==> config.mk <==
export PLATFORM = sky130hd
export DESIGN_NAME = ttag_counter
export DESIGN_NICKNAME = d
export VERILOG_FILES = /design/src/rtl/ttag_counter.sv
export SDC_FILE = /design/constraint.sdc
export NUM_CORES = 1
export LEC_CHECK = 0
export BUFFER_PORTS_ARGS = -buffer_cell sky130_fd_sc_hd__buf_2
export CORE_UTILIZATION = 54
export CTS_CLUSTER_SIZE = 25
export DETAILED_ROUTE_END_ITERATION = 10
export GPL_TIMING_DRIVEN = 0
export PLACE_DENSITY = 0.87
export SYNTH_ARGS = -nofsm -noshare
export SYNTH_HDL_FRONTEND = slang
export SYNTH_SLANG_ARGS = --single-unit
==> constraint.sdc <==
create_clock -name clk -period 7.1 [get_ports clk]
set_input_delay 0.355 -clock clk [delete_from_list [all_inputs] [get_ports clk]]
set_output_delay 0.355 -clock clk [all_outputs]
set_load 0.02 [all_outputs]
==> src/rtl/ttag_counter.sv <==
module ttag_counter #(
  parameter int CNT_W    = 16,
  parameter int FAST_DIV = 16,
  parameter int SLOW_DIV = 12,
  parameter int RES_MAX  = 5
) (
  input  logic             clk,
  input  logic             rst_n,
  input  logic             clk_sel_slow,
  input  logic [2:0]       res_sel,
  input  logic [1:0]       src_sel,
  input  logic             ext_tick,
  input  logic             sw_step,
  input  logic             wr_en,
  input  logic [CNT_W-1:0] wr_data,
  input  logic             sync_nodata,
  input  logic             sync_data,
  input  logic [CNT_W-1:0] sync_word,
  input  logic             sync_clr_en,
  input  logic             sync_load_en,
  input  logic             irq_en,
  input  logic             ro_clr,
  input  logic             msg_start,
  output logic [CNT_W-1:0] count,
  output logic [CNT_W-1:0] tag_word,
  output logic             ro_flag,
  output logic             irq
);
  localparam int MAX_DIV = (FAST_DIV > SLOW_DIV) ? FAST_DIV : SLOW_DIV;
  localparam int DIV_W   = $clog2(MAX_DIV);
  localparam int RES_W   = RES_MAX + 1;

  logic [DIV_W-1:0] us_cnt, div_last;
  logic [RES_W-1:0] res_cnt, res_last;
  logic [RES_W:0]   res_lim;
  logic [2:0]       rs;
  logic [2:0]       ext_sh;
  logic             us_tick, int_tick, ext_rise, advance, do_clr, do_load, wrap;

  assign div_last = clk_sel_slow ? DIV_W'(SLOW_DIV - 1) : DIV_W'(FAST_DIV - 1);
  assign us_tick  = (us_cnt == div_last);
  assign rs       = (res_sel > 3'(RES_MAX)) ? 3'(RES_MAX) : res_sel;
  assign res_lim  = (RES_W+1)'(1) << (rs + 3'd1);
  assign res_last = res_lim[RES_W-1:0] - 1'b1;
  assign int_tick = us_tick && (res_cnt >= res_last);
  assign ext_rise = ext_sh[1] && !ext_sh[2];

  assign advance = (src_sel == 2'd0 && int_tick) ||
                   (src_sel == 2'd1 && ext_rise) ||
                   (src_sel == 2'd2 && sw_step);
  assign do_clr  = sync_nodata && sync_clr_en;
  assign do_load = sync_data && sync_load_en;
  assign wrap    = advance && !wr_en && !do_clr && !do_load && (count == '1);
  assign irq     = ro_flag && irq_en;

  always_ff @(posedge clk) begin
    if (!rst_n || wr_en) begin
      us_cnt  <= '0;
      res_cnt <= '0;
    end else if (us_tick) begin
      us_cnt  <= '0;
      res_cnt <= (res_cnt >= res_last) ? '0 : res_cnt + 1'b1;
    end else begin
      us_cnt  <= us_cnt + 1'b1;
    end
  end

  always_ff @(posedge clk) begin
    if (!rst_n) ext_sh <= '0;
    else        ext_sh <= {ext_sh[1:0], ext_tick};
  end

  always_ff @(posedge clk) begin
    if (!rst_n)       count <= '0;
    else if (wr_en)   count <= wr_data;
    else if (do_clr)  count <= '0;
    else if (do_load) count <= sync_word;
    else if (advance) count <= count + 1'b1;
  end

  always_ff @(posedge clk) begin
    if (!rst_n)      ro_flag <= 1'b0;
    else if (wrap)   ro_flag <= 1'b1;
    else if (ro_clr) ro_flag <= 1'b0;
  end

  always_ff @(posedge clk) begin
    if (!rst_n)         tag_word <= '0;
    else if (msg_start) tag_word <= count;
  end
endmodule

* Word-level counts from Yosys, hierarchy flattened
Index checks and enable logic that the tools add are counted.
Word-level totals: word-level logic and storage cells 51, register bits after elaboration 46, output and inout port bits 34
Operators by class: equality and inequality tests 4, order comparisons 2, add/subtract/negate cells 5, shift-type cells 1, multiplexer cells 9, reductions and logical operators 24
Operator list (number):
- 16-bit 2-to-1 mux | 4
- 16-bit by 1-bit adder with 16-bit output (second input constant) | 1
- 16-bit == test (second input constant) | 1
- 1-bit logical AND | 12
- 6-bit by 1-bit adder with 6-bit output (second input constant) | 1
- 6-bit greater-or-equal comparator | 1
- 3-bit 2-to-1 mux | 2
- 6-bit 2-to-1 mux | 1
- 1-bit by 3-bit << shifter with 6-bit output (first input constant) | 1
- 6-bit by 1-bit subtractor with 6-bit output (second input constant) | 1
- 1-bit logical NOT | 5
- 4-bit by 1-bit adder with 4-bit output (second input constant) | 1
- 4-bit == test | 1
- 4-bit nonzero test | 1
- 3-bit by 1-bit adder with 3-bit output (second input constant) | 1
- 3-bit > comparator (second input constant) | 1
- 1-bit logical OR | 3
- 2-bit by 1-bit == test with 1-bit output (second input constant) | 1
- 2-bit == test (second input constant) | 1
- 2-bit logical NOT | 1
- 1-bit 2-to-1 mux | 2
- 2-bit nonzero test | 1
- 2-bit OR reduction | 1

* Longest topological paths before layout
word-level depth 15, mapped depth 11, mapped depth without buffers 10

* Worst setup path before layout
No wires, ideal clock.
kind in2reg, start input port res_sel[0], end register ro_flag, path buffers 0, data arrival time 2.751 ns, setup slack 4.280 ns, stages on the path 10, setup time 0.069 ns, cell sequence or3_1 -> ha_1 -> nor4bb_1 -> a21oi_1 -> ha_1 -> nand4_1 -> o221ai_1 -> a21oi_2 -> or4_1 -> o21ai_1
Between the ends: longest elaborated chain between the ends 15, elaborated cells between the ends (all ways) 16, classes of those cells add/sub (2); order compare (2); shift (1); mux (2); reduce/logical (9)
Ends and longest elaborated chain:
- from (decl) | RTL line 10 | input logic [2:0] res_sel,
- 3-bit > comparator | RTL line 42 | assign rs = (res_sel > 3'(RES_MAX)) ? 3'(RES_MAX) : res_sel;
- 3-bit 2-to-1 mux * | RTL line 42
- 3-bit by 1-bit adder with 3-bit output * | RTL line 43 | assign res_lim = (RES_W+1)'(1) << (rs + 3'd1);
- 1-bit by 3-bit << shifter with 6-bit output * | RTL line 43
- 6-bit by 1-bit subtractor with 6-bit output * | RTL line 44 | assign res_last = res_lim[RES_W-1:0] - 1'b1;
- 6-bit greater-or-equal comparator * | RTL line 45 | assign int_tick = us_tick && (res_cnt >= res_last);
- 1-bit logical AND * | RTL line 45
- 1-bit logical AND * | RTL line 48 | assign advance = (src_sel == 2'd0 && int_tick) ||
- 1-bit logical OR * | RTL line 48
- 1-bit logical OR * | RTL line 49 | (src_sel == 2'd1 && ext_rise) ||
- 1-bit logical AND * (4 in series) | RTL line 53 | assign wrap = advance && !wr_en && !do_clr && !do_load && (count == '1);
- 1-bit 2-to-1 mux / 2-bit nonzero test (equally long branches)
- to (signal assigned) | RTL line 82 | if (!rst_n) ro_flag <= 1'b0;
- to (signal assigned) | RTL line 83 | else if (wrap) ro_flag <= 1'b1;
- to (signal assigned) | RTL line 84 | else if (ro_clr) ro_flag <= 1'b0;
- to (decl) | RTL line 26 | output logic ro_flag,
Mark *: on every way between the ends. The rest lies on a longest branch, timed or not. A chain may end at the register's enable or synchronous reset.

* Final worst setup path
start input port res_sel[0], end register count[15]
Between the ends: longest elaborated chain between the ends 11
Ends and longest elaborated chain:
- 3-bit > comparator | RTL line 42
- 3-bit 2-to-1 mux * | RTL line 42
- 3-bit by 1-bit adder with 3-bit output * | RTL line 43
- 1-bit by 3-bit << shifter with 6-bit output * | RTL line 43
- 6-bit by 1-bit subtractor with 6-bit output * | RTL line 44
- 6-bit greater-or-equal comparator * | RTL line 45
- 1-bit logical AND * | RTL line 45
- 1-bit logical AND * | RTL line 48
- 1-bit logical OR * | RTL line 48
- 1-bit logical OR * | RTL line 49
- 4-bit nonzero test (no line) *
- to (signal assigned) | RTL line 75 | else if (wr_en) count <= wr_data;
- to (signal assigned) | RTL line 77 | else if (do_load) count <= sync_word;
- to (signal assigned) | RTL line 78 | else if (advance) count <= count + 1'b1;
- to (decl) | RTL line 24 | output logic [CNT_W-1:0] count,
Marks and branches as above.

==> results.rst <==
.. list-table::
   :header-rows: 1

   * - Metric
     - Value
   * - Number of failing hold endpoints at the final stage
     - 0
   * - Root buf cell
     - sky130_fd_sc_hd__clkbuf_8
   * - Share of the yosys chip area belonging to registers
     - 0.377
   * - Leak
     - 1.41 nW
   * - Worst hold path endpoint
     - ro_flag$_SDFFE_PN0P_
   * - Via count of the first global-routing pass
     - 2260
   * - Global-route wire length before repair
     - 10100 um
   * - Number of max-slew violations in the final report
     - 0
   * - Post-detail-place hpwl
     - 4600 um
   * - Final sum of negative setup slack
     - 0 ns
   * - Cts bufs inserted
     - 5
   * - Worst-path fanout max
     - 10
   * - Synthesized instance count
     - 281
   * - Cell area power density
     - 189 nW/um2
   * - Dominant synthesized flop cell
     - sky130_fd_sc_hd__dfxtp_1
   * - Largest buffer count on any clock path
     - 2
   * - Largest voltage drop on the vdd net
     - 0.000145 V
   * - Final GP Congestion
     - between 0.8 and 0.9
   * - Start point of the worst min-delay path
     - ro_clr
   * - Worst path bufs/invs
     - 2
   * - Largest net degree at the start of global routing
     - 16
   * - Master of the slowest instance on the critical path
     - sky130_fd_sc_hd__o221ai_1
   * - Post-synthesis area per instance
     - 8.69 um2
   * - Initial antenna violation count
     - 0
   * - Average via count per standard cell
     - just under 6
   * - Arrival @ worst endpoint
     - 3.27 ns
   * - Row count
     - 24
   * - H-tree depth
     - 2
   * - Global route total overflow
     - 0
   * - Most common library cell in the layout ignoring fill and taps
     - sky130_fd_sc_hd__buf_2
   * - Number of optimization iterations in the first detailed-route pass
     - 5
   * - Post-synthesis to final-layout area growth
     - 23.8%
   * - TritonCTS clock tree
     - yes
   * - Final worst clock skew
     - 0.00925 ns
   * - Count of pins on the block boundary
     - 84
   * - Via count of the routed design
     - ~2500
   * - Total wirelength of the detailed-routed design
     - a little over 6000 um
   * - Reg2reg path depth
     - 9
   * - Top cell type by total area after synthesis
     - sky130_fd_sc_hd__dfxtp_1
   * - Max-cap viol count
     - 0
   * - Class of the most critical setup path
     - primary input to flop
   * - Number of gates resized after CTS
     - 0
   * - Die Span X
     - 69.2 um
   * - # port buffers
     - 80
   * - Total setup violations reported at the end of the flow
     - 0
   * - Core region area
     - 4350 um2
   * - Count of clock tree sinks
     - 46
   * - Number of distinct library cells after synthesis
     - 53
   * - Nets
     - 429
   * - Area enclosed by the die boundary
     - 4790 um2
   * - Headroom to the max-slew limit
     - 0.510
   * - Worst setup slack for register-to-register paths
     - about 4.7 ns
   * - Ordered list of cells on the worst path
     - buf_2 -> or3_1 -> ha_1 -> nor4bb_1 -> a21oi_1 -> ha_1 -> nand4_1 -> o221ai_1 -> a211o_1 -> buf_2 -> nand2_1 -> o22ai_1
   * - Class of the tightest hold or removal check
     - primary input to flop
   * - Critical Path Start Type
     - primary input
   * - Depth of the worst hold-timing path
     - 2
   * - Number of remaining DRC errors
     - 0
   * - Crit path max-delay family
     - compound AO/OA/AOI/OAI gates
   * - Count of antenna diodes in the layout
     - 0
   * - Cell area after synthesis
     - 2440 um2
   * - Source of the worst register-to-register timing path
     - res_cnt[0]$_SDFFE_PP0N_
   * - Run status
     - finished clean
   * - Overall power of the completed layout
     - 573 uW
   * - Commonest cells after routing, fill and taps aside
     - sky130_fd_sc_hd__buf_2 (86), sky130_fd_sc_hd__dfxtp_1 (46), sky130_fd_sc_hd__nor2_1 (43), sky130_fd_sc_hd__a21oi_1 (21), sky130_fd_sc_hd__mux2i_1 (17)
   * - #FFs+latches synth
     - 46
   * - Hold-fix buffers, CTS
     - 0
   * - Later-pin clock latency in the skew report
     - between 0.3 and 0.4 ns
   * - Proportion of netlist area held by the largest area contributor
     - 0.377
   * - Cells taking the most area after synthesis
     - sky130_fd_sc_hd__dfxtp_1 (38%), sky130_fd_sc_hd__mux2i_1 (7.0%), sky130_fd_sc_hd__nor2_1 (6.6%)
   * - Total of fill cells in the finished design
     - between 300 and 400
   * - Unrepaired setup endpoints after global routing
     - no
   * - Proportion of layout cells with a drive suffix above 1
     - 0.289
   * - Slew at the pin with the worst max-slew slack
     - 0.734 ns
   * - Worst stage delay on the critical path
     - between 0.5 and 0.6 ns
   * - Die height
     - 69.2 um
   * - End of the worst register-to-register path
     - count[15]$_SDFFE_PN0P_
   * - Post-detailed-route count of antenna-violating nets
     - 0
   * - GRT Resource Usage Total
     - 0.261
   * - Detailed Route Iter0 Violations
     - 128
   * - Critical Path RT
     - roughly 7.3 ns
   * - Routed length per instance
     - about 15 um
   * - Post-CTS Setup Repair Bufs
     - 0
   * - Highest achievable clock rate
     - around 0.33 GHz
   * - Synth warnings
     - 0
   * - Initial cell density of the core
     - 0.561
   * - Async set or reset register ratio after synthesis
     - 0
   * - Min Clock Period, post-route
     - 3.04 ns
   * - Clock transition at the registers of the reported paths
     - ~0.090 ns
   * - Number of enable flip-flop cells after synthesis
     - 0
   * - Type of element capturing the critical path
     - flop
   * - Period utilization
     - 0.428
-- cell usage after synthesis (all sizes together), types with 6 or more instances --
library cell,instances
nand2,13
dfxtp,46
nand3,9
nor2,45
buf,7
ha,10
o21ai,11
clkbuf,8
a21oi,22
nor3,6
mux2i,17
a22o,6
-- cells by family (layout without fill, tap and decap cells) --
group / after synthesis / count (layout) / synth area share
flops: 46 / 46 / 0.377
mux: 17 / 17 / 0.0697
fa+ha+maj: 10 / 10 / 0.0513
buf+inv: 20 / 108 / 0.0354
simple gates: 101 / 101 / 0.213
other cells: 1 / 2 / 0.00154
xor+xnor: 9 / 9 / 0.0323
compound gates: 77 / 77 / 0.219
-- area by class of cell --
| class | count | area [um2] | area share |
|---|---|---|---|
| Sequential cell | 46 | 921 | 0.305 |
| Clock inverter | 3 | 43.8 | 0.0145 |
| Inverter | 5 | 18.8 | 0.00621 |
| Buffer | 15 | 67.6 | 0.0224 |
| Tap cell | 52 | 65.1 | 0.0215 |
| Multi-Input combinational cell | 216 | 1440 | 0.476 |
| Timing Repair Buffer | 80 | 400 | 0.132 |
| Clock buffer | 5 | 68.8 | 0.0228 |
-- where the power goes --
part	internal, mW	switching, mW	total [mW]
Sequential	0.268	0.0124	0.280
Clock	0.106	0.0951	0.201
Combinational	0.0390	0.0529	0.0919
Total	0.412	0.160	0.573
-- per-layer routing --
metal  share of wire  GRT usage
met5               0          0
met4           0.017     0.0998
met3           0.064     0.0465
met2            0.50      0.448
met1            0.42      0.326
-- registers in the layout, indices dropped and copies added (netlist names) --
signal    count
ext_sh        3
res_cnt       6
us_cnt        4
ro_flag       1
count        16
tag_word     16
-- worst max path at each step --
stage | from | end | slack, ns | depth (start not counted)
3_3_place_gp | res_sel[0] | ro_flag$_SDFFE_PN0P_ | 3.89 | 11
6_report | res_sel[0] | count[15]$_SDFFE_PN0P_ | 4.06 | 12
3_5_place_dp | res_sel[0] | ro_flag$_SDFFE_PN0P_ | 3.77 | 11
4_1_cts | res_sel[0] | ro_flag$_SDFFE_PN0P_ | 4.10 | 11
5_1_grt | res_sel[0] | count[15]$_SDFFE_PN0P_ | 3.92 | 12
2_1_floorplan | res_sel[0] | ro_flag$_SDFFE_PN0P_ | 4.28 | 10
-- stage by stage --
stage / std cells / util / cell area (um2) / setup WS (ns) / hold WS (ns)
6_report: 422 / 0.694 / 3020 / 4.06 / 0.223
3_3_place_gp: 414 / 0.668 / 2910 / 3.89 / 0.416
2_1_floorplan: 282 / - / 2440 / 4.28 / 0.412
4_1_cts: 422 / 0.694 / 3020 / 4.10 / 0.225
5_1_grt: 422 / 0.694 / 3020 / 3.92 / 0.218
3_5_place_dp: 414 / 0.668 / 2910 / 3.77 / 0.424
Power figures use the tool's default switching activity.
